[src/rtl/tu_pkg.sv]
package tu_pkg;
  localparam int TU_DATA_W = 32;
  localparam int TU_SEL_W  = 2;

  typedef enum logic [1:0] {
    W_MODE   = 2'd0,
    W_RELOAD = 2'd1,
    W_COUNT  = 2'd2,
    W_NONE   = 2'd3
  } tu_word_e;

  typedef struct packed {
    logic                supv;
    logic [TU_SEL_W-1:0] psel;
    logic                autold;
    logic                run;
  } tu_mode_t;

  localparam int TU_MODE_W = $bits(tu_mode_t);
endpackage

[src/rtl/tu_prescaler.sv]
module tu_prescaler #(
  parameter int SEL_W = 2,
  localparam int PC_W = (1 << SEL_W) - 1
) (
  input  logic             clk,
  input  logic             rst,
  input  logic             run,
  input  logic [SEL_W-1:0] psel,
  output logic             tick
);
  logic [PC_W-1:0] pre_cnt;
  logic [PC_W-1:0] limit;

  always_comb begin
    limit = PC_W'((32'd1 << psel) - 32'd1);
    tick  = run && (pre_cnt >= limit);
  end

  always_ff @(posedge clk) begin
    if (rst || !run || tick) pre_cnt <= '0;
    else                     pre_cnt <= pre_cnt + 1'b1;
  end
endmodule

[src/rtl/tu_channel.sv]
module tu_channel
  import tu_pkg::*;
#(
  parameter int CNT_W = 32
) (
  input  logic             clk,
  input  logic             rst,
  input  logic             wr_mode,
  input  logic             wr_reload,
  input  logic             wr_count,
  input  logic [CNT_W-1:0] wdata,
  output tu_mode_t         mode_q,
  output logic [CNT_W-1:0] reload_q,
  output logic [CNT_W-1:0] count_q,
  output logic             irq
);
  logic             tick;
  logic             pend_v;
  logic [CNT_W-1:0] pend_val;

  tu_prescaler #(.SEL_W(TU_SEL_W)) u_pre (
    .clk  (clk),
    .rst  (rst),
    .run  (mode_q.run),
    .psel (mode_q.psel),
    .tick (tick)
  );

  always_ff @(posedge clk) begin
    if (rst) begin
      mode_q   <= '0;
      reload_q <= '0;
      count_q  <= '0;
      pend_v   <= 1'b0;
      pend_val <= '0;
      irq      <= 1'b0;
    end else begin
      irq <= 1'b0;
      // terminal behaviour and counting on each prescaled tick
      if (tick) begin
        if (pend_v) begin
          count_q <= pend_val;
          pend_v  <= 1'b0;
        end else if (count_q == '0) begin
          if (mode_q.autold) count_q    <= reload_q;
          else               mode_q.run <= 1'b0;
        end else begin
          count_q <= count_q - 1'b1;
          if (count_q == CNT_W'(1)) begin
            irq <= 1'b1;
            if (!mode_q.autold) mode_q.run <= 1'b0;
          end
        end
      end else if (!mode_q.run && pend_v) begin
        count_q <= pend_val;
        pend_v  <= 1'b0;
      end
      // register writes take priority over the counting path
      if (wr_mode)   mode_q   <= tu_mode_t'(wdata[TU_MODE_W-1:0]);
      if (wr_reload) reload_q <= wdata;
      if (wr_count) begin
        if (mode_q.run) begin
          pend_val <= wdata;
          pend_v   <= 1'b1;
        end else begin
          count_q  <= wdata;
          pend_v   <= 1'b0;
        end
      end
    end
  end
endmodule

[src/rtl/dual_timer_unit.sv]
module dual_timer_unit
  import tu_pkg::*;
#(
  parameter int NUM_TIMERS = 2,
  localparam int TSEL_W = (NUM_TIMERS > 1) ? $clog2(NUM_TIMERS) : 1,
  localparam int ADDR_W = TSEL_W + 4
) (
  input  logic                  clk,
  input  logic                  rst,
  input  logic [ADDR_W-1:0]     bus_addr,
  input  logic                  bus_wen,
  input  logic [TU_DATA_W-1:0]  bus_wdata,
  input  logic                  bus_user,
  output logic [TU_DATA_W-1:0]  bus_rdata,
  output logic [NUM_TIMERS-1:0] irq,
  output logic                  fault
);
  tu_word_e              word;
  logic [TSEL_W-1:0]     tsel;
  tu_mode_t              mode_q   [NUM_TIMERS];
  logic [TU_DATA_W-1:0]  reload_q [NUM_TIMERS];
  logic [TU_DATA_W-1:0]  count_q  [NUM_TIMERS];
  logic [NUM_TIMERS-1:0] deny;
  logic                  fault_d;
  logic [TU_DATA_W-1:0]  rd_d;

  assign word = tu_word_e'(bus_addr[3:2]);
  assign tsel = bus_addr[ADDR_W-1:4];

  for (genvar i = 0; i < NUM_TIMERS; i++) begin : g_tmr
    logic hit, blocked;
    assign hit     = bus_wen && (tsel == TSEL_W'(i)) && (word != W_NONE);
    assign blocked = bus_user && mode_q[i].supv;
    assign deny[i] = hit && blocked;

    tu_channel #(.CNT_W(TU_DATA_W)) u_ch (
      .clk       (clk),
      .rst       (rst),
      .wr_mode   (hit && !blocked && (word == W_MODE)),
      .wr_reload (hit && !blocked && (word == W_RELOAD)),
      .wr_count  (hit && !blocked && (word == W_COUNT)),
      .wdata     (bus_wdata),
      .mode_q    (mode_q[i]),
      .reload_q  (reload_q[i]),
      .count_q   (count_q[i]),
      .irq       (irq[i])
    );
  end

  assign fault_d = |deny;

  always_comb begin
    rd_d = '0;
    for (int i = 0; i < NUM_TIMERS; i++) begin
      if (tsel == TSEL_W'(i)) begin
        case (word)
          W_MODE:   rd_d = TU_DATA_W'(mode_q[i]);
          W_RELOAD: rd_d = reload_q[i];
          W_COUNT:  rd_d = count_q[i];
          default:  rd_d = '0;
        endcase
      end
    end
  end

  always_ff @(posedge clk) begin
    if (rst) begin
      bus_rdata <= '0;
      fault     <= 1'b0;
    end else begin
      bus_rdata <= rd_d;
      fault     <= fault_d;
    end
  end
endmodule

[config.mk]
export PLATFORM = sky130hd
export DESIGN_NAME = dual_timer_unit
export DESIGN_NICKNAME = d
export VERILOG_FILES = /design/src/rtl/tu_pkg.sv /design/src/rtl/tu_prescaler.sv /design/src/rtl/tu_channel.sv /design/src/rtl/dual_timer_unit.sv
export SDC_FILE = /design/constraint.sdc
export NUM_CORES = 1
export LEC_CHECK = 0
export BUFFER_PORTS_ARGS = -buffer_cell sky130_fd_sc_hd__buf_2
export CAP_MARGIN = 30
export CORE_UTILIZATION = 40
export CTS_CLUSTER_SIZE = 16
export DETAILED_ROUTE_END_ITERATION = 10
export PLACE_DENSITY_LB_ADDON = 0.15
export SLEW_MARGIN = 20
export SYNTH_ARGS = -nofsm -noshare
export SYNTH_HDL_FRONTEND = slang
export SYNTH_SLANG_ARGS = --single-unit
[constraint.sdc]
create_clock -name clk -period 3.7 [get_ports clk]
set_input_delay 0.74 -clock clk [delete_from_list [all_inputs] [get_ports clk]]
set_output_delay 0.74 -clock clk [all_outputs]
set_load 0.05 [all_outputs]
Word level (Yosys, flattened, before mapping)

Index checks and enable logic that the tools add are counted.

Register bits: 245
Output and inout port bits: 35

Add/subtract/negate cells: 6
Order comparisons: 2
Equal/unequal tests: 7
Shifts and indexed selects: 2
Muxes and demuxes: 39
Bitwise operators: 3
Reductions and logical operators: 44

Operators by type and width:

| operator                                           | count |
|---|---|
| 2-to-1 mux 32 bit                                  | 15 |
| case mux 32 bit (3 select lines)                   | 2 |
| == test 32 x 1 -> 1 bit, second input constant     | 2 |
| logical NOT 32 bit                                 | 2 |
| subtractor 32 x 1 -> 32 bit, second input constant | 2 |
| 2-to-1 mux 1 bit                                   | 22 |
| logical AND 1 bit                                  | 20 |
| nonzero test 3 bit                                 | 4 |
| OR reduction 4 bit                                 | 2 |
| adder 3 x 1 -> 3 bit, second input constant        | 2 |
| >= comparator 3 bit                                | 2 |
| AND reduction 3 bit                                | 2 |
| left shift 1 x 2 -> 3 bit, first input constant    | 2 |
| subtractor 3 x 1 -> 3 bit, second input constant   | 2 |
| logical NOT 1 bit                                  | 4 |
| logical OR 1 bit                                   | 4 |
| != test 2 x 1 -> 1 bit, second input constant      | 2 |
| AND reduction 2 bit                                | 2 |
| nonzero test 2 bit                                 | 2 |
| NOT 1 bit                                          | 3 |
| == test 2 x 1 -> 1 bit, second input constant      | 1 |
| == test 2 bit, second input constant               | 1 |
| logical NOT 2 bit                                  | 1 |
| != test 2 bit, second input constant               | 1 |
| OR reduction 2 bit                                 | 1 |

Longest topological paths before layout

Depth after elaboration: 7
Mapped depth: 10

By module

From an unflattened synthesis, not the netlist that was laid out.

Cell total of the unflattened synthesis: 1596
Area total of the unflattened synthesis: 12958.7 µm²

By module, submodules not included:

| module          | instances | cells each | area each (µm²) | sequential area each (µm²) |
|---|---|---|---|---|
| tu_channel      | 2         | 680        | 5360.1          | 2062.0 |
| dual_timer_unit | 1         | 194        | 1798.0          | 660.6 |
| tu_prescaler    | 2         | 21         | 220.2           | 60.1 |

Worst setup path before layout

Ideal clock, no wire load.

Kind: flip-flop to flip-flop
From: register g_tmr[1].u_ch.count_q[0]
To: register g_tmr[1].u_ch.count_q[11]
Library setup time: 134 ps
Arrival time: 2482 ps
Data required time: 3566 ps
Setup slack: 1084 ps
Cell stages (with the launch flop): 11
Clock period less this slack: 2616 ps
Cell sequence: dfxtp_1 clkbuf_1 inv_1 ha_1 nor3b_1 nand4_1 nor3_4 buf_4 nor2_1 a2111oi_0 nor4_1

Cells in the longest elaborated chain, start to end: 6

Ends and longest elaborated chain:

| element                                                           | RTL line                           | source |
|---|---|---|
| start: declaration                                                | tu_channel.sv:14                   | `output logic [CNT_W-1:0] count_q,` |
| start signal: assignment                                          | tu_channel.sv:42                   | `count_q <= pend_val;` |
| start signal: assignment                                          | tu_channel.sv:45                   | `if (mode_q.autold) count_q <= reload_q;` |
| start signal: assignment                                          | tu_channel.sv:48                   | `count_q <= count_q - 1'b1;` |
| subtractor 32 x 1 -> 32 bit or logical NOT 32 bit (tied branches) | tu_channel.sv:48, tu_channel.sv:44 |  |
| 2-to-1 mux 32 bit *                                               | tu_channel.sv:44                   | `end else if (count_q == '0) begin` |
| 2-to-1 mux 32 bit *                                               | tu_channel.sv:41                   | `if (pend_v) begin` |
| 2-to-1 mux 32 bit *                                               | tu_channel.sv:40                   | `if (tick) begin` |
| 2-to-1 mux 32 bit                                                 | tu_channel.sv:62                   | `if (mode_q.run) begin` |
| 2-to-1 mux 32 bit *                                               | tu_channel.sv:61                   | `if (wr_count) begin` |

Every way passes the cells marked *; elsewhere a longest branch is shown, timed or not.
A chain may end at the register's enable or synchronous reset.

Worst setup path after layout

From: register, netlist name g_tmr[1].u_ch.mode_q[3]
To: register, netlist name g_tmr[1].u_ch.mode_q[0]

Cells in the longest elaborated chain, start to end: 6

Ends and longest elaborated chain:

| element                              | RTL line           | source |
|---|---|---|
| left shift 1 x 2 -> 3 bit            | tu_prescaler.sv:15 | `limit = PC_W'((32'd1 << psel) - 32'd1);` |
| subtractor 3 x 1 -> 3 bit            | tu_prescaler.sv:15 |  |
| >= comparator 3 bit                  | tu_prescaler.sv:16 | `tick = run && (pre_cnt >= limit);` |
| logical AND 1 bit                    | tu_prescaler.sv:16 |  |
| nonzero test 2 bit (no source line)  | n/a                |  |
| AND reduction 3 bit (no source line) | n/a                |  |

Every way passes these cells.

==> out/results.txt <==
Leak pwr: 5.34 nW
R2r startpoint: g_tmr[1].u_ch.mode_q[3]
Post-synth ARST share: 0%
Main synth FF type: dfxtp_1
Vias per inst: 6.18
Cts hold-fix bufs: 0
Vias: 13765
Starting Density: 40.7%
Chip Height: 184 µm
Share of cells above drive strength 1: 12.6%
Synth unique cells: 75
First DRT Iteration DRCs: 1596
Total number of H-tree levels: 1
Skew final: 0.0136 ns
Critical-path cell list: or2_2 > ha_1 > nor2b_1 > o21ai_1 > nand3_1 > a211oi_1 > a211oi_1
Unrepaired setup endpoints after global routing: no
Final period util: 81.3%
Least-Margin Pin Slew: 1.01 ns
Max stage delay on crit path: 0.68 ns
Final setup TNS: 0 ns
Max Fclk: 333 MHz
Crit path arrival time: 3.40 ns
Clock sinks: 245
WHS: 0.449 ns
Max IR drop VDD: 0.394 mV
Syn Nets: 1810
Hold Vio Cnt, Final: 0
Worst setup SP type: flip-flop
Sequential area share after synthesis: 36.9%
Most frequent CP cell: a211oi_1
DRT antenna net count: 0
Initial antenna violation count: 0
#FFs+latches synth: 245
Power per cell area: 488 nW/µm²
Placer Congestion: 0.945
Diode count: 0
Post CTS Setup Buffer Count: 0
Post-Syn Area per Cell: 7.56 µm²
TritonRoute pass-1 iters: 5
I/O pin count: 76
# DRC: 0
Commonest non-fill, non-tap cells in the layout: 355 x nand2_1, 244 x dfxtp_1, 214 x a21oi_1
Top delay family on crit path: compound AO/OA/AOI/OAI gates
Port-buffer cells: 73
Hold Crit Depth: 2
CTS Buf Count: 28
HP Start: g_tmr[1].u_ch.pend_val[28]
Count of pins over their slew limit: 0
Root Driver: clkbuf_16
Buf/Inv on CP: 0
Vias in the first global route: 12771
Worst Hold Path EP: g_tmr[1].u_ch.pend_val[28]
Setup Crit Path Kind: flip-flop to flip-flop
Wire length per cell: 22.9 µm
Required time worst endpoint: 4.10 ns
Worst R2R Setup Slack: 0.69 ns
Bufs on Longest Clock Path: 3
Reg-to-reg critical path endpoint: g_tmr[1].u_ch.mode_q[0]
Global-route wire length before repair: 78.1 mm
Rel. slew slack: 31.7%
Core footprint: 32600 µm²
Fillers: 3323
Full die area: 33900 µm²
Max Cap Violations: 0
Critical path endpoint category: flip-flop
CTS tree: yes
Worst skew pair latency: 0.56 ns
Final setup fails: 0
Fin crit period: 3.01 ns
Drt total wl: 50.9 mm
Core Rows: 66
# nets final: 1815
Clk slew on worst S/H paths: 0.06 ns
GR Overflow Total: 0
Detailed placer's ending HPWL: 35.0 mm
Critical Path Slowest Stage Cell: o21ai_1
Post-Synthesis Cells: 1757
Worst hold-check path type: flip-flop to flip-flop
Mapped cell area: 13300 µm²
Largest net degree at the start of global routing: 189
Final Power: 7.39 mW
Die X: 184 µm
R2R cell count: 7
Crit Path Max Fanout: 8
Cts repair resizes: 0
Commonest non-fill, non-tap cell in the layout: nand2_1
GR Util All Layers: 29.9%
Status: completed
Area Growth Syn to Fin: 14.1%
YS warnings: 0
Post-synth EDFFs: 0
==> Yosys cell counts, types with 13 or more instances <==
| cell | number | area, µm² |
|---|---|---|
| clkbuf_1 | 140 | 526 |
| a22oi_1 | 29 | 218 |
| dfxtp_1 | 245 | 4900 |
| nand2b_1 | 13 | 81.3 |
| or3_1 | 14 | 87.6 |
| nand3_1 | 30 | 150 |
| nand2_1 | 355 | 1330 |
| nor3_1 | 59 | 295 |
| a211oi_1 | 56 | 420 |
| a31oi_1 | 25 | 156 |
| mux2i_1 | 38 | 380 |
| inv_1 | 33 | 124 |
| o21ai_0 | 63 | 315 |
| nor4_1 | 18 | 113 |
| a221oi_1 | 48 | 420 |
| a21oi_1 | 215 | 1080 |
| o211ai_1 | 14 | 105 |
| nor2_1 | 101 | 379 |
==> final cells by class <==
type | count | area, µm² | area share [%]
clock buffer | 40 | 847 | 5.59
timing repair buffer | 140 | 910 | 6.00
multi-input combinational | 1312 | 7580 | 50.1
inverter | 35 | 131 | 0.867
tap | 442 | 553 | 3.65
sequential | 245 | 4910 | 32.4
clock inverter | 12 | 218 | 1.44
==> state kept, by name, summed over array words and instances (netlist names) <==
| signal | flops |
|---|---|
| g_tmr.u_ch.irq | 2 |
| g_tmr.u_ch.pend_val | 64 |
| g_tmr.u_ch.u_pre.pre_cnt | 6 |
| g_tmr.u_ch.pend_v | 2 |
| g_tmr.u_ch.mode_q | 10 |
| fault | 1 |
| g_tmr.u_ch.count_q | 64 |
| bus_rdata | 32 |
| g_tmr.u_ch.reload_q | 64 |
==> stage by stage <==
step,utilization [%],instance area [µm²],worst slack [ns],cells
3_5_place_dp,43.2,14100,0.804,2174
2_1_floorplan,-,13300,1.08,1757
6_report,46.4,15100,0.694,2226
5_1_grt,46.4,15100,0.589,2226
3_3_place_gp,43.2,14100,0.825,2173
4_1_cts,46.4,15100,0.832,2226
==> power by group <==
group          switching (mW)  total (mW)  internal [mW]
sequential             0.0987        2.80           2.71
combinational           0.905        1.41          0.505
clock                    1.18        3.18           2.00
==> cell families after synthesis <==
| logic type | synth area share (%) |
|---|---|
| simple gates | 23.2 |
| compound gates | 28.7 |
| flops | 36.9 |
| buf+inv | 6.12 |
| mux | 3.20 |
| fa+ha+maj | 1.13 |
| xor+xnor | 0.660 |
==> per-layer routing <==
metal | up-vias | global-route usage [%] | wire [µm]
li1 | 6456 | - | -
met1 | 6613 | 42.6 | 23500
met2 | 602 | 46.3 | 22200
met3 | 94 | 4.17 | 3680
met4 | 0 | 9.33 | 1550
met5 | - | 0 | 0
==> worst max path at each step <==
stage,startpoint,end,slack (ns),depth (start not counted)
after floorplan,g_tmr[1].u_ch.count_q[0],g_tmr[1].u_ch.count_q[11],1.08,10
after global placement,bus_addr[3],g_tmr[1].u_ch.pend_val[8],0.83,7
after detailed placement,bus_addr[3],g_tmr[1].u_ch.pend_val[17],0.80,7
after CTS,g_tmr[1].u_ch.mode_q[3],g_tmr[1].u_ch.mode_q[0],0.83,7
after global routing,g_tmr[1].u_ch.mode_q[3],g_tmr[1].u_ch.count_q[18],0.59,8
final,g_tmr[1].u_ch.mode_q[3],g_tmr[1].u_ch.mode_q[0],0.69,7
==> tightest hold or removal path, delay by kind of cell, from the launching register on <==
family | cells | cell delay [ns]
flip-flops | 1 | 0.30
AND/OR/NAND/NOR | 1 | 0.05
AO/OA/AOI/OAI | 1 | 0.05
Note: power is estimated with default switching activity, not from simulation.
